## src/rtl/ptx_pkg.sv

```systemverilog
package ptx_pkg;

   // control half-word bit positions (software-visible layout)
   localparam int unsigned BIT_RDY  = 0;
   localparam int unsigned BIT_RSV  = 1;
   localparam int unsigned BIT_WRAP = 2;
   localparam int unsigned BIT_ERR  = 3;

   typedef enum logic [3:0] {
      S_IDLE, S_ST, S_LEN, S_PH, S_PL, S_CHK,
      S_RD, S_CAP, S_SEND, S_WB, S_HALT
   } ptx_state_e;

   // control word handed back to software
   function automatic logic [15:0] close_ctrl(input logic [15:0] ctrl, input logic err);
      logic [15:0] r;
      r = ctrl;
      r[BIT_RDY] = 1'b0;
      r[BIT_RSV] = 1'b0;
      r[BIT_ERR] = err;
      return r;
   endfunction

endpackage

```

## src/rtl/ptx_ring_idx.sv

```systemverilog
module ptx_ring_idx #(
   parameter int RING_N = 8,
   localparam int IDX_W = $clog2(RING_N)
) (
   input  logic             clk,
   input  logic             rst_n,
   input  logic             clr_i,
   input  logic             adv_i,
   input  logic             wrap_i,
   output logic [IDX_W-1:0] idx_o
);

   localparam logic [IDX_W-1:0] LAST = IDX_W'(RING_N - 1);

   logic [IDX_W-1:0] idx_q;

   always_ff @(posedge clk) begin
      if (!rst_n || clr_i) begin
         idx_q <= '0;
      end else if (adv_i) begin
         if (wrap_i || idx_q == LAST) idx_q <= '0;
         else                         idx_q <= idx_q + IDX_W'(1);
      end
   end

   assign idx_o = idx_q;

   // a wrap-marked entry is followed by entry 0
   p_wrap_zero_r7: assert property (@(posedge clk) disable iff (!rst_n)
      adv_i && wrap_i |=> idx_o == '0);

endmodule

```

## src/rtl/ptx_desc_check.sv

```systemverilog
module ptx_desc_check #(
   parameter int PORT_W = 16
) (
   input  logic [15:0] len_i,
   input  logic        ptr_odd_i,
   output logic        bad_o
);

   generate
      if (PORT_W == 16) begin : g_wide
         // pairs only: count and start must both be even
         assign bad_o = (len_i == 16'd0) | len_i[0] | ptr_odd_i;
      end else begin : g_narrow
         // byte port: alignment is free, only an empty buffer is rejected
         assign bad_o = (len_i == 16'd0) | (ptr_odd_i & 1'b0);
      end
   endgenerate

endmodule

```

## src/rtl/ptx_beat_pack.sv

```systemverilog
module ptx_beat_pack #(
   parameter int PORT_W = 16
) (
   input  logic              clk,
   input  logic              rst_n,
   input  logic              clr_i,
   input  logic              cap_i,
   input  logic [7:0]        byte_i,
   output logic [PORT_W-1:0] data_o,
   output logic              last_o
);

   generate
      if (PORT_W == 16) begin : g_pair
         logic [7:0] hi_q, lo_q;
         logic       half_q;

         always_ff @(posedge clk) begin
            if (!rst_n) begin
               hi_q   <= '0;
               lo_q   <= '0;
               half_q <= 1'b0;
            end else if (clr_i) begin
               half_q <= 1'b0;
            end else if (cap_i) begin
               if (!half_q) hi_q <= byte_i;   // lower address -> upper lane
               else         lo_q <= byte_i;
               half_q <= ~half_q;
            end
         end

         assign data_o = {hi_q, lo_q};
         assign last_o = half_q;
      end else begin : g_single
         logic [7:0] b_q;

         always_ff @(posedge clk) begin
            if (!rst_n || clr_i) b_q <= '0;
            else if (cap_i)      b_q <= byte_i;
         end

         assign data_o = b_q;
         assign last_o = 1'b1;
      end
   endgenerate

endmodule

```

## src/rtl/ptx_tx_engine.sv

```systemverilog
module ptx_tx_engine #(
   parameter int PORT_W = 16,
   parameter int RING_N = 8,
   parameter int BUF_AW = 16,
   localparam int DAW   = $clog2(RING_N) + 2
) (
   input  logic              clk,
   input  logic              rst_n,
   input  logic              en_i,
   output logic [DAW-1:0]    dmem_addr_o,
   output logic              dmem_we_o,
   output logic [15:0]       dmem_wdata_o,
   input  logic [15:0]       dmem_rdata_i,
   output logic [BUF_AW-1:0] bmem_addr_o,
   input  logic [7:0]        bmem_rdata_i,
   output logic [PORT_W-1:0] tx_data_o,
   output logic              tx_valid_o,
   input  logic              tx_ready_i,
   output logic              busy_o,
   output logic              txe_o
);

   import ptx_pkg::*;

   localparam int IDX_W = $clog2(RING_N);
   localparam int LO_W  = (BUF_AW < 16) ? BUF_AW : 16;

   generate
      if (!(PORT_W == 8 || PORT_W == 16)) begin : g_bad_port
         $error("ptx_tx_engine: PORT_W must be 8 or 16");
      end
      if (RING_N < 2) begin : g_bad_ring
         $error("ptx_tx_engine: RING_N must be at least 2");
      end
      if (BUF_AW < 1 || BUF_AW > 32) begin : g_bad_aw
         $error("ptx_tx_engine: BUF_AW must be 1..32");
      end
   endgenerate

   ptx_state_e        state_q;
   logic [15:0]       ctrl_q, len_q, rem_q;
   logic [LO_W-1:0]   ptr_lo_q;
   logic [BUF_AW-1:0] ptr_w, cur_q;
   logic              err_q, txe_q;
   logic [IDX_W-1:0]  idx;
   logic [DAW-1:0]    base;
   logic              bad, pk_last;

   // ---------------- pointer assembly ----------------
   generate
      if (BUF_AW > 16) begin : g_ptr_hi
         logic [BUF_AW-17:0] ptr_hi_q;
         always_ff @(posedge clk) begin
            if (!rst_n)                ptr_hi_q <= '0;
            else if (state_q == S_PH)  ptr_hi_q <= dmem_rdata_i[BUF_AW-17:0];
         end
         assign ptr_w = {ptr_hi_q, ptr_lo_q};
      end else begin : g_ptr_lo
         assign ptr_w = ptr_lo_q;
      end
   endgenerate

   // ---------------- sub-blocks ----------------
   ptx_ring_idx #(.RING_N(RING_N)) ring_i (
      .clk    (clk),
      .rst_n  (rst_n),
      .clr_i  (state_q == S_IDLE && !en_i),
      .adv_i  (state_q == S_WB),
      .wrap_i (ctrl_q[BIT_WRAP]),
      .idx_o  (idx)
   );

   ptx_desc_check #(.PORT_W(PORT_W)) chk_i (
      .len_i     (len_q),
      .ptr_odd_i (ptr_lo_q[0]),
      .bad_o     (bad)
   );

   ptx_beat_pack #(.PORT_W(PORT_W)) pack_i (
      .clk    (clk),
      .rst_n  (rst_n),
      .clr_i  (state_q == S_CHK),
      .cap_i  (state_q == S_CAP),
      .byte_i (bmem_rdata_i),
      .data_o (tx_data_o),
      .last_o (pk_last)
   );

   // ---------------- memory addressing ----------------
   assign base = {idx, 2'b00};

   always_comb begin
      case (state_q)
         S_ST:    dmem_addr_o = {idx, 2'd1};
         S_LEN:   dmem_addr_o = {idx, 2'd2};
         S_PH:    dmem_addr_o = {idx, 2'd3};
         default: dmem_addr_o = base;
      endcase
   end

   assign dmem_we_o    = (state_q == S_WB);
   assign dmem_wdata_o = close_ctrl(ctrl_q, err_q);
   assign bmem_addr_o  = cur_q;
   assign tx_valid_o   = (state_q == S_SEND);
   assign busy_o       = !(state_q == S_IDLE || state_q == S_HALT);
   assign txe_o        = txe_q;

   // ---------------- sequencer ----------------
   always_ff @(posedge clk) begin
      if (!rst_n) begin
         state_q  <= S_IDLE;
         ctrl_q   <= '0;
         len_q    <= '0;
         rem_q    <= '0;
         ptr_lo_q <= '0;
         cur_q    <= '0;
         err_q    <= 1'b0;
         txe_q    <= 1'b0;
      end else begin
         case (state_q)
            S_IDLE: begin
               if (!en_i) txe_q   <= 1'b0;
               else       state_q <= S_ST;
            end
            S_ST: begin
               if (!dmem_rdata_i[BIT_RDY]) begin
                  txe_q   <= 1'b1;
                  state_q <= S_IDLE;
               end else begin
                  ctrl_q  <= dmem_rdata_i;
                  state_q <= S_LEN;
               end
            end
            S_LEN: begin
               len_q   <= dmem_rdata_i;
               state_q <= S_PH;
            end
            S_PH: state_q <= S_PL;
            S_PL: begin
               ptr_lo_q <= dmem_rdata_i[LO_W-1:0];
               state_q  <= S_CHK;
            end
            S_CHK: begin
               err_q   <= bad;
               cur_q   <= ptr_w;
               rem_q   <= len_q;
               state_q <= bad ? S_WB : S_RD;
            end
            S_RD: state_q <= S_CAP;
            S_CAP: begin
               cur_q   <= cur_q + BUF_AW'(1);
               rem_q   <= rem_q - 16'd1;
               state_q <= (pk_last || rem_q == 16'd1) ? S_SEND : S_RD;
            end
            S_SEND: begin
               if (tx_ready_i) state_q <= (rem_q == 16'd0) ? S_WB : S_RD;
            end
            S_WB: state_q <= err_q ? S_HALT : S_IDLE;
            S_HALT: begin
               if (!en_i) state_q <= S_IDLE;
            end
            default: state_q <= S_IDLE;
         endcase
      end
   end

   // ---------------- assertions ----------------
   // a beat is only offered while a descriptor is in progress
   p_valid_busy_r10: assert property (@(posedge clk) disable iff (!rst_n)
      tx_valid_o |-> busy_o);

   // a stalled beat holds
   p_hold_r5: assert property (@(posedge clk) disable iff (!rst_n)
      tx_valid_o && !tx_ready_i |=> tx_valid_o && $stable(tx_data_o));

   // only the control word is written, and it is returned to software
   p_wb_ctrl_only_r6: assert property (@(posedge clk) disable iff (!rst_n)
      dmem_we_o |-> dmem_addr_o[1:0] == 2'b00 && !dmem_wdata_o[BIT_RDY]
                    && !dmem_wdata_o[BIT_RSV]);

   // error flag cannot drop while enabled
   p_txe_sticky_r3: assert property (@(posedge clk) disable iff (!rst_n)
      txe_o && en_i |=> txe_o);

   // a stopped engine neither sends nor writes
   p_halt_quiet_r9: assert property (@(posedge clk) disable iff (!rst_n)
      state_q == S_HALT |=> !tx_valid_o && !dmem_we_o);

endmodule

```

## config.mk

```make
export PLATFORM = sky130hd
export DESIGN_NAME = ptx_tx_engine
export DESIGN_NICKNAME = d
export VERILOG_FILES = /design/src/rtl/ptx_pkg.sv /design/src/rtl/ptx_ring_idx.sv /design/src/rtl/ptx_desc_check.sv /design/src/rtl/ptx_beat_pack.sv /design/src/rtl/ptx_tx_engine.sv
export SDC_FILE = /design/constraint.sdc
export NUM_CORES = 1
export LEC_CHECK = 0
export ABC_AREA = 1
export CAP_MARGIN = 20
export CORE_MARGIN = 10
export CORE_UTILIZATION = 53
export DETAILED_ROUTE_END_ITERATION = 8
export PLACE_DENSITY = 0.8
export REMOVE_ABC_BUFFERS = 1
export SYNTH_ARGS = -nofsm -noshare
export SYNTH_HDL_FRONTEND = slang
export SYNTH_SLANG_ARGS = --single-unit
export TNS_END_PERCENT = 20
```

## constraint.sdc

```tcl
create_clock -name clk -period 1.8 [get_ports clk]
set_clock_uncertainty 0.2 [all_clocks]
set_input_delay 0.54 -clock clk [delete_from_list [all_inputs] [get_ports clk]]
set_output_delay 0.54 -clock clk [all_outputs]
set_load 0.02 [all_outputs]
```

==> results of run 1 <==
-- registers in the layout, indices dropped and copies added (netlist names), 3 cells and up --
register / flops
bmem_addr_o: 16
pack_i.g_pair.hi_q: 8
ctrl_q: 13
len_q: 16
state_q: 4
ring_i.idx_o: 3
ptr_lo_q: 16
rem_q: 16
pack_i.g_pair.lo_q: 8
-- layout by cell type (no fill, tap or decap), types with 9 or more instances in the layout --
master	instances
sky130_fd_sc_hd__nand2_1	111
sky130_fd_sc_hd__dfxtp_1	94
sky130_fd_sc_hd__nor2_1	92
sky130_fd_sc_hd__inv_1	72
sky130_fd_sc_hd__buf_4	68
sky130_fd_sc_hd__a21oi_1	63
sky130_fd_sc_hd__o21ai_0	54
sky130_fd_sc_hd__nand3_1	49
sky130_fd_sc_hd__clkdlybuf4s50_1	27
sky130_fd_sc_hd__clkbuf_2	21
sky130_fd_sc_hd__o22ai_1	16
sky130_fd_sc_hd__clkdlybuf4s15_2	15
sky130_fd_sc_hd__a31oi_1	14
sky130_fd_sc_hd__clkdlybuf4s15_1	13
sky130_fd_sc_hd__nor2_4	10
sky130_fd_sc_hd__clkbuf_8	10
sky130_fd_sc_hd__nor2_2	9
sky130_fd_sc_hd__xor2_1	9
-- kinds of logic (layout without fill, tap and decap cells) --
group,after synthesis,in the layout,synth area share
AOI/OAI and AO/OA,159,159,0.177
xor gates and xnor gates,10,10,0.0182
adders and majority gates,5,5,0.0130
buffers and inverters,117,256,0.0972
DFF,103,103,0.428
other,1,2,0.000779
and+or+nand+nor,299,299,0.266
-- power breakdown --
part	internal [mW]	switching [mW]	leakage, nW	total (mW)
clock network	0.680	0.818	0.0920	1.50
registers	2.31	0.0251	0.837	2.34
logic	0.189	0.265	1.84	0.453
-- worst reg2reg max path, stage by stage, from the launching register on --
cell and delay (ps):
sky130_fd_sc_hd__dfxtp_2 350, sky130_fd_sc_hd__inv_4 90, sky130_fd_sc_hd__buf_6 110, sky130_fd_sc_hd__nand2_4 50, sky130_fd_sc_hd__buf_4 160, sky130_fd_sc_hd__nor2_4 160
sky130_fd_sc_hd__buf_4 150, sky130_fd_sc_hd__nand3_1 110, sky130_fd_sc_hd__nand2_1 90, sky130_fd_sc_hd__inv_1 50, sky130_fd_sc_hd__nand2_1 60, sky130_fd_sc_hd__nand2_1 50
sky130_fd_sc_hd__a21oi_1 150
-- cell type report --
type,instances,area [sq um],area share
multi-input combinational,475,2450,0.374
clock inverter,4,53.8,0.00823
sequential,103,2080,0.318
clock buffer,11,141,0.0216
inverter,85,333,0.0509
tap,108,135,0.0207
timing repair buffer,156,1350,0.206
-- routing by layer --
metal  share of wire  global-route usage  vias up
met3           0.087              0.0568       54
met2            0.48               0.366      256
met5               0                   0        -
met4           0.028              0.0858        0
met1            0.41               0.273     2437
li1                -                   -     2529
-- repair_timing --
action,in CTS,in global routing
hold buffers,0,0
buffers inserted,4,5
setup endpoints to repair,64,88
hold endpoints to repair,0,0
resized for setup,158,84
pin swaps,2,6
-- worst max path at each step --
stage | slack [ps] | depth (start not counted) | end
5_1_grt | -240 | 5 | busy_o
3_3_place_gp | -290 | 5 | busy_o
6_report | -200 | 5 | dmem_addr_o[0]
4_1_cts | -200 | 5 | busy_o
3_5_place_dp | -330 | 5 | busy_o
2_1_floorplan | -270 | 2 | txe_o
-- metrics by stage --
step	util	hold slack, ps
after floorplan	-	224
after global placement	0.702	243
after detailed placement	0.702	251
after CTS	0.736	266
after global routing	0.746	282
final	0.746	266
==> impl_table.tex, run 1 <==
\begin{tabular}{lr}
\hline
Metric & Value \\
\hline
\multicolumn{2}{l}{\textbf{Outcome}} \\
\quad Outcome & finished with violations \\
\quad Failing checks & negative setup slack \\
\multicolumn{2}{l}{\textbf{Layout}} \\
\quad Antenna fix cells & 0 \\
\quad Synthesis-to-finish area growth & 35.8\% \\
\quad Number of nets in the layout & 863 \\
\quad Number of filler cells placed in the layout & 666 \\
\quad Final cell count without fillers & 942 \\
\quad Final Cell Area & 6540 sq um \\
\quad Fraction of layout instances using a drive strength above 1 & 0.231 \\
\multicolumn{2}{l}{\textbf{Floorplanning}} \\
\quad Core Rows & 34 \\
\quad Die height & 115 um \\
\quad Placeable core region & 8760 sq um \\
\quad Boundary pin count & 85 \\
\quad Effective utilization at floorplan & 0.550 \\
\quad Area enclosed by the die boundary & 13300 sq um \\
\quad Width of the die & 115 um \\
\multicolumn{2}{l}{\textbf{CTS}} \\
\quad Worst-case clock buffer depth & 2 \\
\quad Number of clock buffers inserted by TritonCTS & 9 \\
\quad Clock network latency to the later pin of the worst-skew pair & 370 ps \\
\quad CTS tree & yes \\
\quad Clock transition at the register clock pins on the worst setup and hold paths after CTS & 100 ps \\
\quad Sink Count & 103 \\
\quad Number of H-tree branching levels & 3 \\
\quad Root buffer cell & sky130\_fd\_sc\_hd\_\_clkbuf\_8 \\
\multicolumn{2}{l}{\textbf{Worst hold path}} \\
\quad Worst min path class & flip-flop to flip-flop \\
\quad Startpoint of the lowest-slack hold path & ptr\_lo\_q[2] \\
\quad Sink of the worst hold path & ptr\_lo\_q[2] \\
\quad Worst Hold Depth & 2 \\
\multicolumn{2}{l}{\textbf{Placed design}} \\
\quad Dpl ws & -327 ps \\
\quad Placed wire-length estimate after detailed placement & 11.1 mm \\
\quad Cell Count Post-Placement & 918 \\
\quad Final GP Congestion & 0.919 \\
\quad PortBufs & 82 \\
\quad Total placed instance area & 6150 sq um \\
\multicolumn{2}{l}{\textbf{Global routing}} \\
\quad Overall global routing resource usage & 0.223 \\
\quad Pin count of the biggest net entering global routing & 36 \\
\quad Congestion Overflow GR & 0 \\
\quad Via count of the first global-routing pass & 5094 \\
\quad Antenna violations before repair & 0 \\
\quad Global-route wire length before repair & 24.3 mm \\
\multicolumn{2}{l}{\textbf{Critical path}} \\
\quad CP cell instances & nor2\_4 > inv\_4 > buf\_12 > nor2\_4 > buf\_6 \\
\quad Category of cells accounting for the largest share of critical-path delay & flip-flops \\
\quad Critical path capture point type & output pin \\
\quad Critical path launch point type & flip-flop \\
\quad Top fanout value on the critical path & 3 \\
\quad Critical setup path kind & flip-flop to output pin \\
\quad Maximum cell stage delay along the critical path & 370 ps \\
\quad R2R setup slack & -30 ps \\
\quad Dominant cell type by count on the critical path & sky130\_fd\_sc\_hd\_\_nor2\_4 \\
\quad Worst-path cell with the longest stage delay & sky130\_fd\_sc\_hd\_\_dfxtp\_4 \\
\quad Crit path from & state\_q[2] \\
\quad Worst R2R Start & state\_q[1] \\
\quad Buffers plus inverters on the worst setup path & 3 \\
\quad Count of cells along the worst register-to-register path & 12 \\
\quad Required time worst endpoint & 1060 ps \\
\quad Data arrival time of the critical path & 1260 ps \\
\quad Endpoint of the lowest-slack register-to-register path & state\_q[1] \\
\multicolumn{2}{l}{\textbf{STA}} \\
\quad Ratio of final minimum period to clock period & 1.11 \\
\quad Maximum achievable frequency & 0.500 GHz \\
\quad Worst Setup Slack, final & -199 ps \\
\quad Hold Fails Final Rpt & 0 \\
\quad Max Slew Vio Count & 0 \\
\quad Total negative slack & -864 ps \\
\quad RSZ-0062 raised after global routing & yes \\
\quad Number of endpoints failing setup at the final stage & 6 \\
\quad Final Critical Period & 2000 ps \\
\multicolumn{2}{l}{\textbf{Synthesis}} \\
\quad Fraction of post-synthesis cell area in the top cell type by area & 0.428 \\
\quad Proportion of register bits with asynchronous set or reset after synthesis & 0 \\
\quad Yosys cell types & 31 \\
\quad Number of cells produced by synthesis & 694 \\
\quad Mapped Avg Cell Area & 6.94 sq um \\
\quad Area contributors post-synth & sky130\_fd\_sc\_hd\_\_dfxtp\_1 43\%, sky130\_fd\_sc\_hd\_\_nand2\_1 9.2\%, sky130\_fd\_sc\_hd\_\_nor2\_1 8.3\%, sky130\_fd\_sc\_hd\_\_a21oi\_1 6.8\%, sky130\_fd\_sc\_hd\_\_inv\_1 6.2\% \\
\quad Yosys top cell by area & sky130\_fd\_sc\_hd\_\_dfxtp\_1 \\
\quad Sequential share of the synthesized area & 0.428 \\
\quad Post-synth EDFFs & 0 \\
\quad Area of the mapped netlist & 4820 sq um \\
\quad Library cell with the highest instance count after synthesis & sky130\_fd\_sc\_hd\_\_nand2\_1 \\
\quad Most instantiated flip-flop cell in the synthesis netlist & sky130\_fd\_sc\_hd\_\_dfxtp\_1 \\
\quad Count of synthesis-stage warnings from yosys & 0 \\
\quad Count of state elements after synthesis & 103 \\
\quad Most instantiated cells after synthesis & 118 x sky130\_fd\_sc\_hd\_\_nand2\_1, 106 x sky130\_fd\_sc\_hd\_\_nor2\_1, 103 x sky130\_fd\_sc\_hd\_\_dfxtp\_1, 80 x sky130\_fd\_sc\_hd\_\_inv\_1, 65 x sky130\_fd\_sc\_hd\_\_a21oi\_1 \\
\multicolumn{2}{l}{\textbf{Route}} \\
\quad Routed Wire Length & 15.6 mm \\
\quad Antenna-violating nets left & 0 \\
\quad Number of search-and-repair iterations in the first detailed-routing pass & 5 \\
\quad Routed length per instance & 16.6 um \\
\quad DRC violation total after the first TritonRoute iteration & 516 \\
\quad Drc violations & 0 \\
\quad Average via count per standard cell & 5.60 \\
\quad Vias & 5276 \\
\multicolumn{2}{l}{\textbf{Job}} \\
\quad Number of max-capacitance violations reported & 0 \\
\multicolumn{2}{l}{\textbf{Power and ir drop}} \\
\quad Worst voltage drop across the vdd grid & 0.000520 V \\
\quad Post-layout power & 4.29 mW \\
\quad Leakage & 2.77 nW \\
\quad PD cells & 656 nW/um\^{}2 \\
\hline
\end{tabular}
(Power assumes the default switching activity.)
==> inputs of run 2 (changes only) <==
--- a/config.mk
+++ b/config.mk
@@ -12,7 +12,9 @@
 export DETAILED_ROUTE_END_ITERATION = 8
 export PLACE_DENSITY = 0.8
 export REMOVE_ABC_BUFFERS = 1
+export SKIP_CTS_REPAIR_TIMING = 1
 export SYNTH_ARGS = -nofsm -noshare
 export SYNTH_HDL_FRONTEND = slang
+export SYNTH_HIERARCHICAL = 1
 export SYNTH_SLANG_ARGS = --single-unit
 export TNS_END_PERCENT = 20
==> impl_table.tex, run 2 <==
\begin{tabular}{lr}
\hline
Metric & Value \\
\hline
\multicolumn{2}{l}{\textbf{Route}} \\
\quad Vias & 5257 (was 5276) \\
\quad Drc violations & 0 (unchanged) \\
\quad DRC violation total after the first TritonRoute iteration & 469 (was 516) \\
\quad Average via count per standard cell & 5.30 (was 5.60) \\
\quad Number of search-and-repair iterations in the first detailed-routing pass & 7 (was 5) \\
\quad Antenna-violating nets left & 0 (unchanged) \\
\quad Routed Wire Length & 15.4 mm (was 15.6 mm) \\
\quad Routed length per instance & 15.5 um (was 16.6 um) \\
\multicolumn{2}{l}{\textbf{Critical path}} \\
\quad Category of cells accounting for the largest share of critical-path delay & flip-flops (unchanged) \\
\quad Count of cells along the worst register-to-register path & 8 (was 12) \\
\quad Worst setup endpoint & busy\_o (was dmem\_addr\_o[0]) \\
\quad Worst-path cell with the longest stage delay & sky130\_fd\_sc\_hd\_\_dfxtp\_4 (unchanged) \\
\quad Critical path capture point type & output pin (unchanged) \\
\quad Critical path launch point type & flip-flop (unchanged) \\
\quad Critical setup path kind & flip-flop to output pin (unchanged) \\
\quad CP cell instances & inv\_4 > buf\_12 > nor2\_4 > a21oi\_1 > buf\_4 (was nor2\_4 > inv\_4 > buf\_12 > nor2\_4 > buf\_6) \\
\quad Crit path from & state\_q[1] (was state\_q[2]) \\
\quad Buffers plus inverters on the worst setup path & 3 (unchanged) \\
\quad Maximum cell stage delay along the critical path & 380 ps (was 370 ps) \\
\quad Data arrival time of the critical path & 1340 ps (was 1260 ps) \\
\quad Worst R2R Start & state\_q[3] (was state\_q[1]) \\
\quad Endpoint of the lowest-slack register-to-register path & rem\_q[10] (was state\_q[1]) \\
\quad Stages on the worst setup path & 5 (unchanged) \\
\quad Top fanout value on the critical path & 3 (unchanged) \\
\quad Required time worst endpoint & 1060 ps (about the same) \\
\quad R2R setup slack & 20 ps (was -30 ps) \\
\multicolumn{2}{l}{\textbf{Floorplanning}} \\
\quad Boundary pin count & 85 (unchanged) \\
\quad Die height & 117 um (was 115 um) \\
\quad Placeable core region & 9240 sq um (was 8760 sq um) \\
\quad Core Rows & 35 (was 34) \\
\quad Effective utilization at floorplan & 0.544 (was 0.550) \\
\quad Area enclosed by the die boundary & 13800 sq um (was 13300 sq um) \\
\quad Width of the die & 117 um (was 115 um) \\
\multicolumn{2}{l}{\textbf{Power and ir drop}} \\
\quad PD cells & 617 nW/um\^{}2 (was 656 nW/um\^{}2) \\
\quad Leakage & 3.66 nW (was 2.77 nW) \\
\quad Post-layout power & 4.22 mW (was 4.29 mW) \\
\quad Worst voltage drop across the vdd grid & 0.000500 V (was 0.000520 V) \\
\multicolumn{2}{l}{\textbf{CTS}} \\
\quad CTS tree & yes (unchanged) \\
\quad Clock transition at the register clock pins on the worst setup and hold paths after CTS & 90 ps (was 100 ps) \\
\quad Number of H-tree branching levels & 3 (unchanged) \\
\quad Number of clock buffers inserted by TritonCTS & 9 (unchanged) \\
\quad Clock network latency to the later pin of the worst-skew pair & 380 ps (was 370 ps) \\
\quad Root buffer cell & sky130\_fd\_sc\_hd\_\_clkbuf\_8 (unchanged) \\
\quad Sink Count & 103 (unchanged) \\
\quad Worst-case clock buffer depth & 2 (unchanged) \\
\multicolumn{2}{l}{\textbf{Layout}} \\
\quad Number of filler cells placed in the layout & 715 (was 666) \\
\quad Commonest cells after routing, fill and taps aside & 124 x sky130\_fd\_sc\_hd\_\_nand2\_1, 107 x sky130\_fd\_sc\_hd\_\_nor2\_1, 99 x sky130\_fd\_sc\_hd\_\_dfxtp\_1 (was 111 x sky130\_fd\_sc\_hd\_\_nand2\_1, 94 x sky130\_fd\_sc\_hd\_\_dfxtp\_1, 92 x sky130\_fd\_sc\_hd\_\_nor2\_1) \\
\quad Total area of multi-input combinational cells & 2540 sq um (was 2450 sq um) \\
\quad Leading cell type in the layout, fill and taps excluded & sky130\_fd\_sc\_hd\_\_nand2\_1 (unchanged) \\
\quad Fraction of layout instances using a drive strength above 1 & 0.174 (was 0.231) \\
\quad Final cell count without fillers & 991 (was 942) \\
\quad Antenna fix cells & 0 (unchanged) \\
\quad Synthesis-to-finish area growth & 36.0\% (was 35.8\%) \\
\quad Number of nets in the layout & 891 (was 863) \\
\quad Footprint of the flip-flops and latches & 2070 sq um (was 2080 sq um) \\
\multicolumn{2}{l}{\textbf{Placed design}} \\
\quad Placed wire-length estimate after detailed placement & 11.3 mm (was 11.1 mm) \\
\quad Final GP Congestion & 0.941 (was 0.919) \\
\quad Cell Count Post-Placement & 973 (was 918) \\
\quad PortBufs & 82 (unchanged) \\
\multicolumn{2}{l}{\textbf{STA}} \\
\quad RSZ-0062 raised after global routing & yes (unchanged) \\
\quad Worst Setup Slack, final & -281 ps (was -199 ps) \\
\quad Ratio of final minimum period to clock period & 1.16 (was 1.11) \\
\quad Maximum achievable frequency & 0.481 GHz (was 0.500 GHz) \\
\quad Final Critical Period & 2080 ps (was 2000 ps) \\
\quad Max Slew Vio Count & 0 (unchanged) \\
\quad Hold Fails Final Rpt & 0 (unchanged) \\
\quad Number of endpoints failing setup at the final stage & 5 (was 6) \\
\multicolumn{2}{l}{\textbf{Synthesis}} \\
\quad Library cell with the highest instance count after synthesis & sky130\_fd\_sc\_hd\_\_nand2\_1 (unchanged) \\
\quad Most instantiated flip-flop cell in the synthesis netlist & sky130\_fd\_sc\_hd\_\_dfxtp\_1 (unchanged) \\
\quad Proportion of register bits with asynchronous set or reset after synthesis & 0 (unchanged) \\
\quad Post-synth EDFFs & 0 (unchanged) \\
\quad Fraction of post-synthesis cell area in the top cell type by area & 0.410 (was 0.428) \\
\quad Yosys top cell by area & sky130\_fd\_sc\_hd\_\_dfxtp\_1 (unchanged) \\
\quad Yosys cell types & 38 (was 31) \\
\quad Count of synthesis-stage warnings from yosys & 6 (was 0) \\
\quad Number of cells produced by synthesis & 726 (was 694) \\
\quad Area of the mapped netlist & 5030 sq um (was 4820 sq um) \\
\quad Sequential share of the synthesized area & 0.410 (was 0.428) \\
\quad Area contributors post-synth & sky130\_fd\_sc\_hd\_\_dfxtp\_1 41\%, sky130\_fd\_sc\_hd\_\_nand2\_1 9.6\%, sky130\_fd\_sc\_hd\_\_nor2\_1 8.8\%, sky130\_fd\_sc\_hd\_\_a21oi\_1 8.0\%, sky130\_fd\_sc\_hd\_\_inv\_1 5.7\% (was sky130\_fd\_sc\_hd\_\_dfxtp\_1 43\%, sky130\_fd\_sc\_hd\_\_nand2\_1 9.2\%, sky130\_fd\_sc\_hd\_\_nor2\_1 8.3\%, sky130\_fd\_sc\_hd\_\_a21oi\_1 6.8\%, sky130\_fd\_sc\_hd\_\_inv\_1 6.2\%) \\
\quad Most instantiated cells after synthesis & 128 x sky130\_fd\_sc\_hd\_\_nand2\_1, 118 x sky130\_fd\_sc\_hd\_\_nor2\_1, 103 x sky130\_fd\_sc\_hd\_\_dfxtp\_1, 80 x sky130\_fd\_sc\_hd\_\_a21oi\_1, 77 x sky130\_fd\_sc\_hd\_\_inv\_1 (was 118 x sky130\_fd\_sc\_hd\_\_nand2\_1, 106 x sky130\_fd\_sc\_hd\_\_nor2\_1, 103 x sky130\_fd\_sc\_hd\_\_dfxtp\_1, 80 x sky130\_fd\_sc\_hd\_\_inv\_1, 65 x sky130\_fd\_sc\_hd\_\_a21oi\_1) \\
\quad Count of state elements after synthesis & 103 (unchanged) \\
\quad Mapped Avg Cell Area & 6.93 sq um (was 6.94 sq um) \\
\multicolumn{2}{l}{\textbf{Global routing}} \\
\quad Via count of the first global-routing pass & 5098 (was 5094) \\
\quad Global-route wire length before repair & 25.0 mm (was 24.3 mm) \\
\quad Congestion Overflow GR & 0 (unchanged) \\
\quad Pin count of the biggest net entering global routing & 37 (was 36) \\
\quad Antenna violations before repair & 0 (unchanged) \\
\quad Overall global routing resource usage & 0.216 (was 0.223) \\
\multicolumn{2}{l}{\textbf{Job}} \\
\quad Number of max-capacitance violations reported & 0 (unchanged) \\
\multicolumn{2}{l}{\textbf{Outcome}} \\
\quad Outcome & finished with violations (unchanged) \\
\quad Failing checks & negative setup slack (unchanged) \\
\multicolumn{2}{l}{\textbf{Worst hold path}} \\
\quad Worst min path class & flip-flop to flip-flop (unchanged) \\
\hline
\end{tabular}
run 2: cell types whose count changed in the layout (fill, tap and decap cells not counted), sizes merged, moves of 10 or more:
cell / before / now
clkbuf: 32 / 14
a31oi: 14 / 4
a21oi: 65 / 83
nor2: 113 / 131
clkdlybuf4s15: 28 / 0
dlymetal6s2s: 0 / 47
nand2: 121 / 132
run 2: where the power goes:
part / switching (mW) / internal (mW) / leakage (nW)
sequential: 0.0282 / 2.31 / 0.834
clock: 0.817 / 0.573 / 0.0836
combinational: 0.273 / 0.216 / 2.74
total: 1.12 / 3.10 / 3.66
run 2: final cells by class:
type                    count  share of cell area
flip-flops and latches    103               0.303
repair buffers            154               0.226
multi-input cells         504               0.372
clock buffers              11              0.0221
clock inverters             4             0.00458
inverters                  86              0.0483
well taps                 129              0.0236
run 2: cells by family after synthesis:
group / share of synthesized area
AOI/OAI and AO/OA: 0.178
xor gates and xnor gates: 0.0122
adders and majority gates: 0.0124
buffers and inverters: 0.104
DFF: 0.410
other: 0.000746
and+or+nand+nor: 0.283
run 2: through the flow:
stage                     worst slack [ps]  TNS, ps  hold slack (ps)   util  instance area [sq um]
final                                 -281     -842              266  0.740                   6840
after detailed placement              -400    -6120              251  0.692                   6400
after floorplan                       -374    -5890              229      -                   4830
after global placement                -321    -5130              245  0.692                   6400
after CTS                             -824   -19040              265  0.712                   6580
after global routing                  -338    -1490              290  0.740                   6840
run 2: worst reg2reg max path: stages (launching register included):
cell	delay (ps)
sky130_fd_sc_hd__dfxtp_4	390
sky130_fd_sc_hd__inv_1	60
sky130_fd_sc_hd__buf_4	140
sky130_fd_sc_hd__nand2_4	120
sky130_fd_sc_hd__nor2_4	60
sky130_fd_sc_hd__inv_2	280
sky130_fd_sc_hd__a21oi_1	110
sky130_fd_sc_hd__or2_0	220
sky130_fd_sc_hd__a21oi_1	140
run 2: worst min-delay path by stage:
stage / start / endpoint / slack [ps] / cells after the start
finish: ctrl_q[13] / ctrl_q[13] / 270 / 2
detailed placement: ptr_lo_q[8] / ptr_lo_q[8] / 250 / 2
CTS: ptr_lo_q[8] / ptr_lo_q[8] / 270 / 2
floorplan: ptr_lo_q[7] / ptr_lo_q[7] / 230 / 2
global placement: ptr_lo_q[8] / ptr_lo_q[8] / 240 / 2
global route: ptr_lo_q[8] / ptr_lo_q[8] / 290 / 2
run 2: routing by layer:
layer | wire length [um] | part of all wire | vias up | track usage
met1 | 6220 | 0.40 | 2428 | 0.252
met2 | 7510 | 0.49 | 203 | 0.362
met3 | 1410 | 0.092 | 22 | 0.0854
met4 | 246 | 0.016 | 0 | 0.0485
met5 | 0 | 0 | - | 0
li1 | - | - | 2604 | -
==> inputs of run 3 (changes only) <==
--- a/config.mk
+++ b/config.mk
@@ -15,6 +15,5 @@
 export SKIP_CTS_REPAIR_TIMING = 1
 export SYNTH_ARGS = -nofsm -noshare
 export SYNTH_HDL_FRONTEND = slang
-export SYNTH_HIERARCHICAL = 1
 export SYNTH_SLANG_ARGS = --single-unit
 export TNS_END_PERCENT = 20
==> impl_table.tex, run 3 (synthesis gave the netlist of run 1 again) <==
\begin{tabular}{lr}
\hline
Metric & Value \\
\hline
\multicolumn{2}{l}{\textbf{CTS}} \\
\quad Sink Count & 103 (unchanged) \\
\quad Clock network latency to the later pin of the worst-skew pair & 370 ps (was 380 ps) \\
\quad Number of clock buffers inserted by TritonCTS & 9 (unchanged) \\
\quad Worst-case clock buffer depth & 2 (unchanged) \\
\quad Number of H-tree branching levels & 3 (unchanged) \\
\quad CTS tree & yes (unchanged) \\
\quad Root buffer cell & sky130\_fd\_sc\_hd\_\_clkbuf\_8 (unchanged) \\
\quad Clock transition at the register clock pins on the worst setup and hold paths after CTS & 100 ps (was 90 ps) \\
\multicolumn{2}{l}{\textbf{STA}} \\
\quad Total negative slack & -662 ps (was -842 ps) \\
\quad RSZ-0062 raised after global routing & yes (unchanged) \\
\quad Hold Fails Final Rpt & 0 (unchanged) \\
\quad Number of endpoints failing setup at the final stage & 7 (was 5) \\
\quad Maximum achievable frequency & 0.490 GHz (was 0.481 GHz) \\
\quad Final worst hold slack & 264 ps (was 266 ps) \\
\quad Worst Setup Slack, final & -242 ps (was -281 ps) \\
\quad Max Slew Vio Count & 0 (unchanged) \\
\quad Final Critical Period & 2040 ps (was 2080 ps) \\
\quad Ratio of final minimum period to clock period & 1.13 (was 1.16) \\
\multicolumn{2}{l}{\textbf{Placed design}} \\
\quad Dpl ws & -327 ps (was -400 ps) \\
\quad PortBufs & 82 (unchanged) \\
\quad Final GP Congestion & 0.919 (was 0.941) \\
\quad Placed wire-length estimate after detailed placement & 11.1 mm (was 11.3 mm) \\
\multicolumn{2}{l}{\textbf{Critical path}} \\
\quad R2R setup slack & -10 ps (was 20 ps) \\
\quad Worst R2R Start & state\_q[3] (unchanged) \\
\quad Data arrival time of the critical path & 1300 ps (was 1340 ps) \\
\quad Worst-path cell with the longest stage delay & sky130\_fd\_sc\_hd\_\_dfxtp\_4 (unchanged) \\
\quad Critical path capture point type & output pin (unchanged) \\
\quad Endpoint of the lowest-slack register-to-register path & state\_q[1] (was rem\_q[10]) \\
\quad Maximum cell stage delay along the critical path & 380 ps (about the same) \\
\quad Top fanout value on the critical path & 4 (was 3) \\
\quad Required time worst endpoint & 1060 ps (about the same) \\
\quad CP cell instances & nor2\_4 > inv\_4 > nor2\_1 > a21oi\_1 > buf\_2 (was inv\_4 > buf\_12 > nor2\_4 > a21oi\_1 > buf\_4) \\
\quad Critical path launch point type & flip-flop (unchanged) \\
\quad Critical setup path kind & flip-flop to output pin (unchanged) \\
\quad Count of cells along the worst register-to-register path & 12 (was 8) \\
\multicolumn{2}{l}{\textbf{Layout}} \\
\quad Antenna fix cells & 0 (unchanged) \\
\quad Footprint of the flip-flops and latches & 2080 sq um (was 2070 sq um) \\
\quad Total area of multi-input combinational cells & 2410 sq um (was 2540 sq um) \\
\quad Leading cell type in the layout, fill and taps excluded & sky130\_fd\_sc\_hd\_\_nand2\_1 (unchanged) \\
\quad Synthesis-to-finish area growth & 37.6\% (was 36.0\%) \\
\quad Fraction of layout instances using a drive strength above 1 & 0.163 (was 0.174) \\
\quad Number of filler cells placed in the layout & 641 (was 715) \\
\quad Number of nets in the layout & 856 (was 891) \\
\quad Commonest cells after routing, fill and taps aside & 113 x sky130\_fd\_sc\_hd\_\_nand2\_1, 96 x sky130\_fd\_sc\_hd\_\_nor2\_1, 96 x sky130\_fd\_sc\_hd\_\_dfxtp\_1 (was 124 x sky130\_fd\_sc\_hd\_\_nand2\_1, 107 x sky130\_fd\_sc\_hd\_\_nor2\_1, 99 x sky130\_fd\_sc\_hd\_\_dfxtp\_1) \\
\multicolumn{2}{l}{\textbf{Global routing}} \\
\quad Overall global routing resource usage & 0.218 (was 0.216) \\
\quad Global-route wire length before repair & 23.9 mm (was 25.0 mm) \\
\quad Antenna violations before repair & 0 (unchanged) \\
\quad Congestion Overflow GR & 0 (unchanged) \\
\quad Via count of the first global-routing pass & 5033 (was 5098) \\
\quad Pin count of the biggest net entering global routing & 36 (was 37) \\
\multicolumn{2}{l}{\textbf{Route}} \\
\quad Average via count per standard cell & 5.55 (was 5.30) \\
\quad Routed Wire Length & 15.2 mm (was 15.4 mm) \\
\quad DRC violation total after the first TritonRoute iteration & 374 (was 469) \\
\quad Routed length per instance & 16.3 um (was 15.5 um) \\
\quad Antenna-violating nets left & 0 (unchanged) \\
\quad Vias & 5189 (was 5257) \\
\quad Number of search-and-repair iterations in the first detailed-routing pass & 7 (unchanged) \\
\quad Drc violations & 0 (unchanged) \\
\multicolumn{2}{l}{\textbf{Outcome}} \\
\quad Outcome & finished with violations (unchanged) \\
\quad Failing checks & negative setup slack (unchanged) \\
\multicolumn{2}{l}{\textbf{Worst hold path}} \\
\quad Worst Hold Depth & 2 (unchanged) \\
\quad Worst min path class & flip-flop to flip-flop (unchanged) \\
\quad Sink of the worst hold path & ptr\_lo\_q[2] (was ctrl\_q[13]) \\
\quad Startpoint of the lowest-slack hold path & ptr\_lo\_q[2] (was ctrl\_q[13]) \\
\multicolumn{2}{l}{\textbf{Job}} \\
\quad Number of max-capacitance violations reported & 0 (unchanged) \\
\multicolumn{2}{l}{\textbf{Floorplanning}} \\
\quad Die height & 115 um (was 117 um) \\
\quad Placeable core region & 8760 sq um (was 9240 sq um) \\
\quad Effective utilization at floorplan & 0.550 (was 0.544) \\
\quad Core Rows & 34 (was 35) \\
\quad Boundary pin count & 85 (unchanged) \\
\quad Area enclosed by the die boundary & 13300 sq um (was 13800 sq um) \\
\quad Width of the die & 115 um (was 117 um) \\
\multicolumn{2}{l}{\textbf{Power and ir drop}} \\
\quad Post-layout power & 4.28 mW (was 4.22 mW) \\
\quad Net Switching & 1.09 mW (was 1.12 mW) \\
\quad PD cells & 645 nW/um\^{}2 (was 617 nW/um\^{}2) \\
\quad Leakage & 3.56 nW (was 3.66 nW) \\
\quad Cell internal power dissipation & 3.19 mW (was 3.10 mW) \\
\quad Worst voltage drop across the vdd grid & 0.000502 V (was 0.000500 V) \\
\quad Switching power as a share of total power & 0.255 (was 0.265) \\
\quad Relative contribution of sequential cells to total power & 0.546 (was 0.554) \\
\quad Proportion of power drawn by the clock network & 0.349 (was 0.329) \\
\quad Share of power burned in combinational logic & 0.104 (was 0.116) \\
\hline
\end{tabular}
run 3: cell types whose count changed in the layout (fill, tap and decap cells not counted), moves of 5 or more:
cell                      change
sky130_fd_sc_hd__buf_4        -5
sky130_fd_sc_hd__nor2_1      -11
sky130_fd_sc_hd__o22ai_1      +6
sky130_fd_sc_hd__nand2_1     -11
sky130_fd_sc_hd__o21ai_1      -5
sky130_fd_sc_hd__a21oi_1     -15
sky130_fd_sc_hd__a31oi_1     +10
sky130_fd_sc_hd__o21ai_0      +6
run 3: final cells by class:
class	count	share of cell area
timing repair buffer	149	0.224
clock buffer	11	0.0213
tap	108	0.0204
inverter	85	0.0498
clock inverter	4	0.00812
multi-input combinational	475	0.363
sequential	103	0.313
run 3: worst max path at each step:
stage	slack, ps	from	end	depth (start not counted)
6_report	-240	state_q[3]	busy_o	5
5_1_grt	-320	state_q[3]	busy_o	5
4_1_cts	-730	state_q[2]	busy_o	5
3_5_place_dp	-330	state_q[2]	busy_o	5
3_3_place_gp	-290	state_q[2]	busy_o	5
2_1_floorplan	-270	rst_n	txe_o	2
run 3: layer usage:
layer / global-route usage / part of all wire / wire (um)
met4: 0.0743 / 0.022 / 339
met1: 0.272 / 0.41 / 6280
met3: 0.0536 / 0.090 / 1370
met5: 0 / 0 / 0
met2: 0.358 / 0.48 / 7240
run 3: worst max-delay path, delay by kind of cell (launching register included):
kind	cells	cell delay (ps)
compound gates	1	50
simple gates	2	270
buf+inv	2	230
flops	1	380
run 3: per-stage QoR:
stage	cell area (sq um)	util	cells
2_1_floorplan	4670	-	663
3_3_place_gp	6150	0.702	918
3_5_place_dp	6150	0.702	918
4_1_cts	6350	0.724	933
5_1_grt	6630	0.756	935
6_report	6630	0.756	935
run 3: power by group through the flow:
stage	clock network (mW)	logic, mW	registers [mW]
global route	1.59	0.485	2.34
CTS	1.50	0.424	2.34
finish	1.49	0.445	2.34
detailed placement	0	0.423	2.39
global placement	0	0.415	2.39
floorplan	0	0.161	2.40
